--- src/rtl/spim_pkg.sv ---
package spim_pkg;

    typedef enum logic [2:0] {
        ST_IDLE,
        ST_SHIFT,
        ST_GAP,
        ST_NEED,
        ST_TAIL
    } spim_state_e;

    typedef struct packed {
        logic cpol;
        logic cpha;
        logic lsb;
    } spim_mode_t;

    // position inside the word of the k-th bit on the wire
    function automatic int unsigned bit_slot(int unsigned k, logic lsb, int unsigned w);
        return lsb ? k : (w - 1 - k);
    endfunction

    // even ports serve only CPHA=0; CPHA=1 has a narrow divider window
    function automatic logic mode_ok(logic port_odd, logic cpha, int unsigned div,
                                     int unsigned lo, int unsigned hi);
        if (!cpha)
            return 1'b1;
        return port_odd && (div >= lo) && (div <= hi);
    endfunction

endpackage

--- src/rtl/spim_tickgen.sv ---
module spim_tickgen #(
    parameter int DIV_W = 8
) (
    input  logic             clk,
    input  logic             rst,
    input  logic             run,
    input  logic [DIV_W-1:0] div,
    output logic             tick
);
    logic [DIV_W-1:0] cnt;

    always_ff @(posedge clk) begin
        if (rst || !run)
            cnt <= '0;
        else if (cnt == div)
            cnt <= '0;
        else
            cnt <= cnt + 1'b1;
    end

    assign tick = run && (cnt == div);
endmodule

--- src/rtl/spim_ctrl.sv ---
module spim_ctrl
    import spim_pkg::*;
#(
    parameter int WORD_W       = 8,
    parameter int DIV_W        = 8,
    parameter int GAP_W        = 10,
    parameter int PORT_W       = 3,
    parameter int SLOW_DIV_MIN = 4,
    parameter int SLOW_DIV_MAX = 20,
    localparam int CS_W        = PORT_W - 1,
    localparam int EDGE_W      = $clog2(2 * WORD_W)
) (
    input  logic              clk,
    input  logic              rst,
    input  logic              port_en,
    input  logic [PORT_W-1:0] port_sel,
    input  spim_mode_t        mode_in,
    input  logic [DIV_W-1:0]  clk_div,
    input  logic [GAP_W-1:0]  gap_len,
    input  logic              cmd_valid,
    input  logic              cmd_last,
    input  logic              tick,
    output logic              cmd_ready,
    output logic              load,
    output logic              edge_stb,
    output logic [EDGE_W-1:0] edge_idx,
    output logic              byte_end,
    output logic              run,
    output logic              cs_act,
    output logic [CS_W-1:0]   cs_idx,
    output spim_mode_t        mode_cur,
    output logic [DIV_W-1:0]  div_q,
    output logic              done,
    output logic              err
);
    localparam logic [EDGE_W-1:0] EDGE_LAST = EDGE_W'(2 * WORD_W - 1);

    spim_state_e       state;
    logic [EDGE_W-1:0] edge_q;
    logic [GAP_W-1:0]  gcnt;
    logic [GAP_W-1:0]  gap_q;
    logic              last_q;
    spim_mode_t        mode_q;
    logic              legal;
    logic              accept_first;
    logic              accept_next;
    logic              reject;

    assign legal = mode_ok(port_sel[0], mode_in.cpha, 32'(clk_div),
                           SLOW_DIV_MIN, SLOW_DIV_MAX);

    assign accept_first = (state == ST_IDLE) && cmd_valid && port_en && legal;
    assign reject       = (state == ST_IDLE) && cmd_valid && !(port_en && legal);
    assign accept_next  = (state == ST_NEED) && cmd_valid;

    assign load      = accept_first || accept_next;
    assign cmd_ready = (state == ST_IDLE) || (state == ST_NEED);
    assign run       = (state == ST_SHIFT) || (state == ST_GAP) || (state == ST_TAIL);
    assign cs_act    = (state != ST_IDLE);
    assign edge_stb  = (state == ST_SHIFT) && tick;
    assign byte_end  = edge_stb && (edge_q == EDGE_LAST);
    assign edge_idx  = edge_q;
    assign mode_cur  = (state == ST_IDLE) ? mode_in : mode_q;

    always_ff @(posedge clk) begin
        if (rst) begin
            state  <= ST_IDLE;
            edge_q <= '0;
            gcnt   <= '0;
            gap_q  <= '0;
            last_q <= 1'b0;
            mode_q <= '0;
            div_q  <= '0;
            cs_idx <= '0;
            done   <= 1'b0;
            err    <= 1'b0;
        end else begin
            done <= 1'b0;
            err  <= reject;
            unique case (state)
                ST_IDLE: begin
                    if (accept_first) begin
                        mode_q <= mode_in;
                        div_q  <= clk_div;
                        gap_q  <= gap_len;
                        cs_idx <= port_sel[PORT_W-1:1];
                        last_q <= cmd_last;
                        edge_q <= '0;
                        state  <= ST_SHIFT;
                    end
                end
                ST_SHIFT: begin
                    if (tick) begin
                        edge_q <= edge_q + 1'b1;
                        if (edge_q == EDGE_LAST) begin
                            if (last_q)
                                state <= ST_TAIL;
                            else if (gap_q == '0)
                                state <= ST_NEED;
                            else begin
                                gcnt  <= GAP_W'(1);
                                state <= ST_GAP;
                            end
                        end
                    end
                end
                ST_GAP: begin
                    if (tick) begin
                        if (gcnt == gap_q)
                            state <= ST_NEED;
                        else
                            gcnt <= gcnt + 1'b1;
                    end
                end
                ST_NEED: begin
                    if (accept_next) begin
                        last_q <= cmd_last;
                        edge_q <= '0;
                        state  <= ST_SHIFT;
                    end
                end
                ST_TAIL: begin
                    if (tick) begin
                        done  <= 1'b1;
                        state <= ST_IDLE;
                    end
                end
                default: state <= ST_IDLE;
            endcase
        end
    end
endmodule

--- src/rtl/spim_shifter.sv ---
module spim_shifter
    import spim_pkg::*;
#(
    parameter int WORD_W  = 8,
    localparam int EDGE_W = $clog2(2 * WORD_W),
    localparam int IDX_W  = EDGE_W - 1
) (
    input  logic              clk,
    input  logic              rst,
    input  logic              load,
    input  logic [WORD_W-1:0] data_in,
    input  spim_mode_t        mode,
    input  logic              edge_stb,
    input  logic [EDGE_W-1:0] edge_idx,
    input  logic              byte_end,
    input  logic              miso,
    output logic              sck,
    output logic              mosi,
    output logic              rx_valid,
    output logic [WORD_W-1:0] rx_data
);
    logic [WORD_W-1:0] tx_q;
    logic [WORD_W-1:0] rx_sh;
    logic [WORD_W-1:0] rx_nxt;
    logic [IDX_W-1:0]  k;
    logic              leading;
    logic              sample;
    logic [IDX_W-1:0]  pos_k;
    logic [IDX_W-1:0]  pos_k1;
    logic [IDX_W-1:0]  pos_0;

    assign k       = edge_idx[EDGE_W-1:1];
    assign leading = !edge_idx[0];
    assign sample  = mode.cpha ? !leading : leading;
    assign pos_k   = IDX_W'(bit_slot(32'(k), mode.lsb, WORD_W));
    assign pos_k1  = IDX_W'(bit_slot(32'(k) + 1, mode.lsb, WORD_W));
    assign pos_0   = IDX_W'(bit_slot(0, mode.lsb, WORD_W));

    always_comb begin
        rx_nxt = rx_sh;
        if (edge_stb && sample)
            rx_nxt[pos_k] = miso;
    end

    always_ff @(posedge clk) begin
        if (rst) begin
            tx_q     <= '0;
            rx_sh    <= '0;
            rx_data  <= '0;
            rx_valid <= 1'b0;
            sck      <= 1'b0;
            mosi     <= 1'b0;
        end else begin
            rx_valid <= 1'b0;
            if (load) begin
                tx_q  <= data_in;
                rx_sh <= '0;
                sck   <= mode.cpol;
                mosi  <= data_in[pos_0];
            end else if (edge_stb) begin
                sck   <= ~sck;
                rx_sh <= rx_nxt;
                if (!sample) begin
                    if (mode.cpha)
                        mosi <= tx_q[pos_k];
                    else if (32'(k) < WORD_W - 1)
                        mosi <= tx_q[pos_k1];
                end
                if (byte_end) begin
                    rx_data  <= rx_nxt;
                    rx_valid <= 1'b1;
                end
            end
        end
    end
endmodule

--- src/rtl/spim_csdrv.sv ---
module spim_csdrv #(
    parameter int NUM_CS = 4,
    localparam int CS_W  = $clog2(NUM_CS)
) (
    input  logic              cs_act,
    input  logic [CS_W-1:0]   cs_idx,
    output logic [NUM_CS-1:0] cs_n
);
    for (genvar i = 0; i < NUM_CS; i++) begin : g_cs
        assign cs_n[i] = !(cs_act && (cs_idx == CS_W'(i)));
    end
endmodule

--- src/rtl/spi_multiport_master.sv ---
module spi_multiport_master
    import spim_pkg::*;
#(
    parameter int NUM_PORTS    = 8,
    parameter int WORD_W       = 8,
    parameter int DIV_W        = 8,
    parameter int GAP_W        = 10,
    parameter int SLOW_DIV_MIN = 4,
    parameter int SLOW_DIV_MAX = 20,
    localparam int NUM_CS      = NUM_PORTS / 2,
    localparam int PORT_W      = $clog2(NUM_PORTS),
    localparam int CS_W        = PORT_W - 1,
    localparam int EDGE_W      = $clog2(2 * WORD_W)
) (
    input  logic              clk,
    input  logic              rst,
    input  logic              port_en,
    input  logic [PORT_W-1:0] port_sel,
    input  logic              cpol,
    input  logic              cpha,
    input  logic              lsb_first,
    input  logic [DIV_W-1:0]  clk_div,
    input  logic [GAP_W-1:0]  gap_len,
    input  logic              cmd_valid,
    input  logic [WORD_W-1:0] cmd_data,
    input  logic              cmd_last,
    output logic              cmd_ready,
    output logic              rx_valid,
    output logic [WORD_W-1:0] rx_data,
    output logic              done,
    output logic              err,
    output logic              sck,
    output logic              mosi,
    input  logic              miso,
    output logic [NUM_CS-1:0] cs_n,
    output logic              bus_oe
);
    spim_mode_t        mode_in;
    spim_mode_t        mode_cur;
    logic              tick;
    logic              load;
    logic              edge_stb;
    logic [EDGE_W-1:0] edge_idx;
    logic              byte_end;
    logic              run;
    logic              cs_act;
    logic [CS_W-1:0]   cs_idx;
    logic [DIV_W-1:0]  div_q;

    assign mode_in = '{cpol: cpol, cpha: cpha, lsb: lsb_first};
    assign bus_oe  = port_en || cs_act;

    spim_ctrl #(
        .WORD_W      (WORD_W),
        .DIV_W       (DIV_W),
        .GAP_W       (GAP_W),
        .PORT_W      (PORT_W),
        .SLOW_DIV_MIN(SLOW_DIV_MIN),
        .SLOW_DIV_MAX(SLOW_DIV_MAX)
    ) u_ctrl (
        .clk      (clk),
        .rst      (rst),
        .port_en  (port_en),
        .port_sel (port_sel),
        .mode_in  (mode_in),
        .clk_div  (clk_div),
        .gap_len  (gap_len),
        .cmd_valid(cmd_valid),
        .cmd_last (cmd_last),
        .tick     (tick),
        .cmd_ready(cmd_ready),
        .load     (load),
        .edge_stb (edge_stb),
        .edge_idx (edge_idx),
        .byte_end (byte_end),
        .run      (run),
        .cs_act   (cs_act),
        .cs_idx   (cs_idx),
        .mode_cur (mode_cur),
        .div_q    (div_q),
        .done     (done),
        .err      (err)
    );

    spim_tickgen #(.DIV_W(DIV_W)) u_tick (
        .clk (clk),
        .rst (rst),
        .run (run),
        .div (div_q),
        .tick(tick)
    );

    spim_shifter #(.WORD_W(WORD_W)) u_shift (
        .clk     (clk),
        .rst     (rst),
        .load    (load),
        .data_in (cmd_data),
        .mode    (mode_cur),
        .edge_stb(edge_stb),
        .edge_idx(edge_idx),
        .byte_end(byte_end),
        .miso    (miso),
        .sck     (sck),
        .mosi    (mosi),
        .rx_valid(rx_valid),
        .rx_data (rx_data)
    );

    spim_csdrv #(.NUM_CS(NUM_CS)) u_cs (
        .cs_act(cs_act),
        .cs_idx(cs_idx),
        .cs_n  (cs_n)
    );
endmodule

--- config.mk ---
export PLATFORM = sky130hd
export DESIGN_NAME = spi_multiport_master
export DESIGN_NICKNAME = d
export VERILOG_FILES = /design/src/rtl/spim_pkg.sv /design/src/rtl/spim_tickgen.sv /design/src/rtl/spim_ctrl.sv /design/src/rtl/spim_shifter.sv /design/src/rtl/spim_csdrv.sv /design/src/rtl/spi_multiport_master.sv
export SDC_FILE = /design/constraint.sdc
export NUM_CORES = 1
export LEC_CHECK = 0
export ABC_AREA = 1
export BUFFER_PORTS_ARGS = -buffer_cell sky130_fd_sc_hd__buf_2
export CAP_MARGIN = 5
export CELL_PAD_IN_SITES_DETAIL_PLACEMENT = 0
export CELL_PAD_IN_SITES_GLOBAL_PLACEMENT = 1
export CORE_UTILIZATION = 30
export DETAILED_ROUTE_END_ITERATION = 12
export GPL_TIMING_DRIVEN = 0
export PLACE_DENSITY = 0.75
export SYNTH_ARGS = -nofsm -noshare
export SYNTH_HDL_FRONTEND = slang
export SYNTH_SLANG_ARGS = --single-unit
export TNS_END_PERCENT = 5
--- constraint.sdc ---
create_clock -name clk -period 1.7 [get_ports clk]
set_input_delay 0.34 -clock clk [delete_from_list [all_inputs] [get_ports clk]]
set_output_delay 0.34 -clock clk [all_outputs]
set_load 0.05 [all_outputs]
==> run summary, run 1 <==
critical path arrival = 1.52 ns
Synth Area in Adders = 1.50%
Synth Area in Simple Gates = 33.7%
Die Area = 14400 µm²
Via density = 4.70
max_cap viols = 0
Max VDD drop = 0.000775 V
DRT Wirelength = 11700 µm
Rel. slew slack = 42.5%
FF+latch count, synth = 78
DR DRC count = 0
router iterations before antenna repair = 5
FFs w/ async S/R, synth = 0%
Seq/Total Area, Yosys = 37.5%
crit share post-route = 109%
first-pass GRT wire length = 19400 µm
clk slew on worst S/H paths = 0.06 ns
RSZ-0062 raised after global routing = true
total CTS buffers = 9
synth warn = 0
cell count after placement = 845
final worst slack = -0.157 ns
num ports = 57
DPL Wire Length = 8410 µm
Total Power = 0.00810 W
worst path required time = 1.36 ns
vias = 4141
synthesized instance count = 614
GPL Wtd Cong = 0.840
die width = 120 µm
CP bufs+invs = 3
Initial Util = 31.1%
combinational family with the most area after synthesis = simple AND/OR/NAND/NOR gates
Worst Tran Pin Value = 0.863 ns
drt wl/cell = 13.3 µm
total track usage = 17.2%
number of setup violations in the final report = 46
violated checks = negative setup slack
Port Buf Inserts = 55
Final Non-Filler Cells = 881
Initial DRC Count = 242
Hold Worst Slack = 0.198 ns
crit-path max cell delay = 0.36 ns
Avg Cell Area, Syn = 6.79 µm²
ant diodes = 0
Fmax achieved = 538 MHz
complex-gate fraction of the synthesized area = 13.5%
CP startpoint kind = register
Root Driver = clkbuf_16
Cell Area, Synth = 4170 µm²
Synth cell types = 36
final net count = 743
Main synth FF type = dfxtp_1
number of flops mapped to enable cells by yosys = 0
CTS tree = built
CTS max path bufs = 2
cts hold-fix bufs = 0
FILL cells = 1390
XOR/XNOR Fraction of Synth Area = 4.80%
Worst Setup Path Type = register to primary output
Finished Core Util = 41.3%
Post-Syn Nets = 657
final hold viol count = 0
Crit Path Max Fanout = 7
Final Slew Violations = 0
ANT nets after route = 0
pin count of the biggest net entering global routing = 13
number of global-route vias before repair = 4001
Worst-Skew Late Latency = 0.35 ns
layout cells sized above 1 = 26.8%
slowest CP cell = dfxtp_4
largest delay contributor family on the critical path = buffers and inverters
CTS sink cnt = 78
Area Overhead vs Synth = 32.7%
Tmin final = 1.86 ns
HP Class = primary input to register
die height = 120 µm
critical path, cell by cell = nor2_4, nand2_4, buf_12, buf_4, o21ai_4, buf_6
initial antenna violation count = 0
grt total ovfl = 0
multiplexer share of the synthesized area = 0%
Leak = 2.37 nW
Placeable Area = 13400 µm²
Site Rows = 42
pwr dens = 1460 nW/µm²
status = finished with violations
CTS H-tree depth = 3
crit end category = primary output
clk_skew = 0.00822 ns
==> cell usage after synthesis, types with 3 or more instances <==
| cell type | count | share of area [%] |
|---|---|---|
| nor2_4 | 7 | 1.9 |
| dfxtp_1 | 78 | 37 |
| o21a_1 | 8 | 1.4 |
| nor2_1 | 64 | 5.8 |
| o21ai_0 | 40 | 4.8 |
| inv_1 | 67 | 6.0 |
| inv_2 | 5 | 0.45 |
| a21oi_1 | 46 | 5.5 |
| nand4_1 | 11 | 1.7 |
| nor3_1 | 9 | 1.1 |
| buf_6 | 3 | 0.81 |
| or2_2 | 3 | 0.45 |
| o21ai_1 | 7 | 0.84 |
| ha_1 | 5 | 1.5 |
| nand2_1 | 151 | 14 |
| nor4_1 | 3 | 0.45 |
| xor2_1 | 16 | 3.4 |
| nand3b_1 | 3 | 0.54 |
| clkbuf_1 | 10 | 0.90 |
| nand3_1 | 42 | 5.0 |
| nand2_2 | 13 | 2.0 |
| xnor2_1 | 5 | 1.1 |
==> routing by layer <==
metal / routed length [µm] / part of all wire (%) / up-vias / GRT usage, %
met3: 446 / 3.8 / 13 / 3.90
met4: 148 / 1.3 / 0 / 5.23
met5: 0 / 0 / - / 0
met1: 5340 / 46 / 1909 / 21.7
met2: 5740 / 49 / 74 / 28.9
li1: - / - / 2145 / -
==> final timing paths <==
check / from / endpoint / slack [ns] / cells past startpoint
setup / recovery: u_ctrl.state[0] / cmd_ready / -0.16 / 6
hold / removal: port_en / u_ctrl.err / 0.20 / 2
setup reg to reg: u_ctrl.state[0] / u_ctrl.state[1] / -0.13 / 14
hold reg to reg: u_tick.cnt[0] / u_tick.cnt[0] / 0.46 / 1
==> metrics by stage <==
stage / area (µm²) / setup WS, ns / setup TNS [ns]
2_1_floorplan: 4170 / 0.0799 / 0
3_3_place_gp: 4660 / -0.331 / -13.64
3_5_place_dp: 4660 / -0.370 / -15.59
4_1_cts: 5180 / -0.119 / -2.49
5_1_grt: 5530 / -0.286 / -9.45
6_report: 5530 / -0.157 / -2.66
==> final cells by class <==
class	count	area, µm²	share of cell area [%]
repair buffers	74	489	8.85
multi-input cells	446	2490	45.1
clock inverters	4	70.1	1.27
inverters	74	294	5.32
clock buffers	12	246	4.46
flip-flops and latches	78	1580	28.5
plain buffers	17	139	2.51
well taps	176	220	3.98
==> what timing repair did <==
item | in CTS | in global routing
gates resized for setup | 63 | 82
pin swaps | 8 | 23
cloned | 0 | 1
endpoints found under the setup margin | 73 | 75
setup buffers | 6 | 13
==> worst register-to-register path: cells and delay by family (launching register included) <==
kind          cells  cell delay [ns]
buf+inv           3             0.36
flops             1             0.36
simple gates     11             1.00
==> cells by family after synthesis <==
group | Yosys count
simple gates | 312
compound gates | 106
buf+inv | 91
flops | 78
xor+xnor | 22
fa+ha+maj | 5
==> flip-flops by register name (all words and copies together) (netlist names), 2 cells and up <==
signal and count:
u_tick.cnt 8, u_ctrl.gap_q 10, u_ctrl.edge_idx 4, u_ctrl.div_q 8, u_ctrl.state 3, u_ctrl.mode_q 3
u_ctrl.gcnt 10, u_shift.tx_q 8, u_shift.rx_sh 8, u_shift.rx_data 8, u_ctrl.cs_idx 2
==> cell usage in the layout, fill, tap and decap left out, drive strengths merged <==
master	n
clkbuf	21
xor2	17
bufinv	2
nand3b	3
dfxtp	78
clkinv	3
nand2	166
ha	5
and3	1
a211oi	2
buf	82
nor4	3
a31oi	1
nand4	11
o31ai	1
o21a	8
nand3	44
or2	3
xnor2	5
nor3b	1
nor2	72
a21oi	46
o21ai	48
nor3	9
inv	73
==> where the power goes <==
group / leakage (nW) / switching [W] / total, W / internal (W)
Sequential: 0.637 / 0.000144 / 0.00216 / 0.00202
Combinational: 1.57 / 0.00243 / 0.00385 / 0.00142
Clock: 0.157 / 0.000766 / 0.00209 / 0.00132
Total: 2.37 / 0.00334 / 0.00810 / 0.00476
Power figures use the tool's default switching activity.
==> run 2: changes to the inputs <==
--- a/config.mk
+++ b/config.mk
@@ -6,7 +6,7 @@
 export NUM_CORES = 1
 export LEC_CHECK = 0
 export ABC_AREA = 1
-export BUFFER_PORTS_ARGS = -buffer_cell sky130_fd_sc_hd__buf_2
+export BUFFER_PORTS_ARGS = -buffer_cell sky130_fd_sc_hd__clkbuf_2
 export CAP_MARGIN = 5
 export CELL_PAD_IN_SITES_DETAIL_PLACEMENT = 0
 export CELL_PAD_IN_SITES_GLOBAL_PLACEMENT = 1
==> constraint.sdc (replaced) <==
create_clock -name clk -period 1.7 [get_ports clk]
set_input_delay 0.17 -clock clk [delete_from_list [all_inputs] [get_ports clk]]
set_output_delay 0.17 -clock clk [all_outputs]
set_load 0.05 [all_outputs]
==> run summary, run 2 (synthesized netlist as in run 1, its figures left out) <==
die width = 120 µm (unchanged)
router iterations before antenna repair = 4 (was 5)
Via density = 4.72 (was 4.70)
Crit Path Max Fanout = 7 (unchanged)
Max VDD drop = 0.000590 V (was 0.000775 V)
commonest cells after routing, fill and taps aside = nand2_1 (133), inv_1 (62), dfxtp_1 (62), nor2_1 (55), clkbuf_2 (49) (was nand2_1 (140), dfxtp_1 (69), inv_1 (65), nor2_1 (54), buf_2 (49))
Site Rows = 42 (unchanged)
CTS max path bufs = 2 (unchanged)
hold path startpoint = port_en (unchanged)
Initial Util = 31.1% (unchanged)
max_cap viols = 0 (unchanged)
CP Depth = 13 (was 6)
violated checks = negative setup slack (unchanged)
CTS tree = built (unchanged)
first-pass GRT wire length = 19000 µm (was 19400 µm)
final net count = 746 (was 743)
die height = 120 µm (unchanged)
crit share post-route = 111% (was 109%)
GPL Wtd Cong = 0.842 (was 0.840)
r2r setup slk = -0.18 ns (was -0.13 ns)
Rel. slew slack = 48.2% (was 42.5%)
Final Non-Filler Cells = 884 (was 881)
Initial DRC Count = 150 (was 242)
Placeable Area = 13400 µm² (unchanged)
clk slew on worst S/H paths = 0.06 ns (about the same)
DRT Wirelength = 11700 µm (about the same)
commonest non-fill, non-tap cell in the layout = nand2_1 (unchanged)
Area Overhead vs Synth = 33.7% (was 32.7%)
Worst Tran Pin Value = 0.777 ns (was 0.863 ns)
CP startpoint kind = register (unchanged)
crit end category = register (was primary output)
cell count after placement = 845 (unchanged)
CP Launch Point = u_ctrl.state[0] (unchanged)
total track usage = 17.0% (was 17.2%)
CTS sink cnt = 78 (unchanged)
ant diodes = 0 (unchanged)
critical path, cell by cell = nor2_4, nand2_4, buf_8, o21ai_4, inv_2, nand2_2, nand2_4, nor2_4, inv_4, nand2_1, nand3_1, nand2_1, inv_1 (was nor2_4, nand2_4, buf_12, buf_4, o21ai_4, buf_6)
CP bufs+invs = 4 (was 3)
grt total ovfl = 0 (unchanged)
CTS H-tree depth = 3 (unchanged)
RSZ-0062 raised after global routing = true (unchanged)
number of global-route vias before repair = 3885 (was 4001)
Total Power = 0.00785 W (was 0.00810 W)
vias = 4173 (was 4141)
final worst slack = -0.184 ns (was -0.157 ns)
cts hold-fix bufs = 0 (unchanged)
Regs by FF count = u_ctrl.gap_q (10), u_ctrl.gcnt (10) (unchanged)
num ports = 57 (unchanged)
DR DRC count = 0 (unchanged)
crit path to = u_shift.rx_data[7] (was cmd_ready)
Reg2Reg Depth = 13 (was 14)
clk_skew = 0.0127 ns (was 0.00822 ns)
drt wl/cell = 13.3 µm (about the same)
Die Area = 14400 µm² (unchanged)
FILL cells = 1413 (was 1390)
worst path required time = 1.93 ns (was 1.36 ns)
Final Slew Violations = 0 (unchanged)
R2R Path End = u_shift.rx_data[7] (was u_ctrl.state[1])
Tmin final = 1.88 ns (was 1.86 ns)
crit-path max cell delay = 0.36 ns (about the same)
Leak = 2.36 nW (was 2.37 nW)
DPL Wire Length = 8370 µm (was 8410 µm)
critical path arrival = 2.12 ns (was 1.52 ns)
Worst Setup Path Type = register to register (was register to primary output)
Place WS = -0.351 ns (was -0.370 ns)
total CTS buffers = 9 (unchanged)
Root Driver = clkbuf_16 (unchanged)
r2r startpoint = u_ctrl.state[0] (unchanged)
largest delay contributor family on the critical path = simple AND/OR/NAND/NOR gates (was buffers and inverters)
HP Class = primary input to register (unchanged)
slowest CP cell = dfxtp_4 (unchanged)
pin count of the biggest net entering global routing = 13 (unchanged)
pwr dens = 1410 nW/µm² (was 1460 nW/µm²)
ANT nets after route = 0 (unchanged)
number of setup violations in the final report = 35 (was 46)
status = finished with violations (unchanged)
Worst-Skew Late Latency = 0.34 ns (was 0.35 ns)
Port Buf Inserts = 55 (unchanged)
final hold viol count = 0 (unchanged)
initial antenna violation count = 0 (unchanged)
layout cells sized above 1 = 30.1% (was 26.8%)
Fmax achieved = 531 MHz (was 538 MHz)
-- run 2: how the worst min path moves through the flow --
stage                     slack, ns  cells after the start          to
after floorplan                0.27                      1  u_ctrl.err
after global placement         0.37                      2  u_ctrl.err
after detailed placement       0.39                      2  u_ctrl.err
after CTS                      0.02                      2  u_ctrl.err
after global routing           0.03                      2  u_ctrl.err
final                          0.04                      2  u_ctrl.err
-- run 2: power breakdown --
part | total, W | internal, W | switching (W) | leakage (nW)
clock | 0.00178 | 0.00102 | 0.000757 | 0.132
combinational | 0.00389 | 0.00146 | 0.00244 | 1.59
sequential | 0.00217 | 0.00202 | 0.000154 | 0.641
total | 0.00785 | 0.00450 | 0.00335 | 2.36
-- run 2: layer usage --
| metal | up-vias | global-route usage [%] | part of all wire (%) |
|---|---|---|---|
| met3 | 8 | 4.61 | 3.5 |
| met2 | 63 | 28.9 | 49 |
| met5 | - | 0 | 0 |
| met4 | 0 | 4.38 | 0.77 |
| met1 | 1940 | 21.1 | 47 |
| li1 | 2162 | - | - |
-- run 2: what timing repair did --
item | in CTS | in global routing
setup buffers | 14 | 5
setup endpoints to repair | 68 | 74
pin swaps | 20 | 24
resized for setup | 72 | 99
gates cloned | 3 | 1
endpoints found under the hold margin | 0 | 0
-- run 2: cell type report --
cell class / count / area, µm² / area share (%)
sequential: 78 / 1590 / 28.6
clock inverter: 4 / 22.5 / 0.404
inverter: 74 / 295 / 5.30
clock buffer: 12 / 246 / 4.43
tap: 176 / 220 / 3.95
multi-input combinational: 446 / 2530 / 45.5
buffer: 17 / 139 / 2.49
timing repair buffer: 76 / 515 / 9.26
timing repair inverter: 1 / 5.00 / 0.0899
-- run 2: through the flow --
| stage | instance area, µm² | utilization, % | hold WS (ns) | TNS (ns) |
|---|---|---|---|---|
| global route | 5570 | 41.6 | 0.0283 | -9.52 |
| floorplan | 4170 | - | 0.267 | 0 |
| finish | 5570 | 41.6 | 0.0368 | -3.13 |
| detailed placement | 4660 | 34.8 | 0.389 | -11.96 |
| global placement | 4660 | 34.8 | 0.373 | -11.24 |
| CTS | 5290 | 39.4 | 0.0187 | -3.50 |
-- run 2: worst reg2reg max path: stages (launching register included) --
cell,delay [ns]
dfxtp_4,0.36
nor2_4,0.20
nand2_4,0.09
buf_8,0.15
o21ai_4,0.20
inv_2,0.07
nand2_2,0.08
nand2_4,0.07
nor2_4,0.19
inv_4,0.10
nand2_1,0.09
nand3_1,0.08
nand2_1,0.06
inv_1,0.03
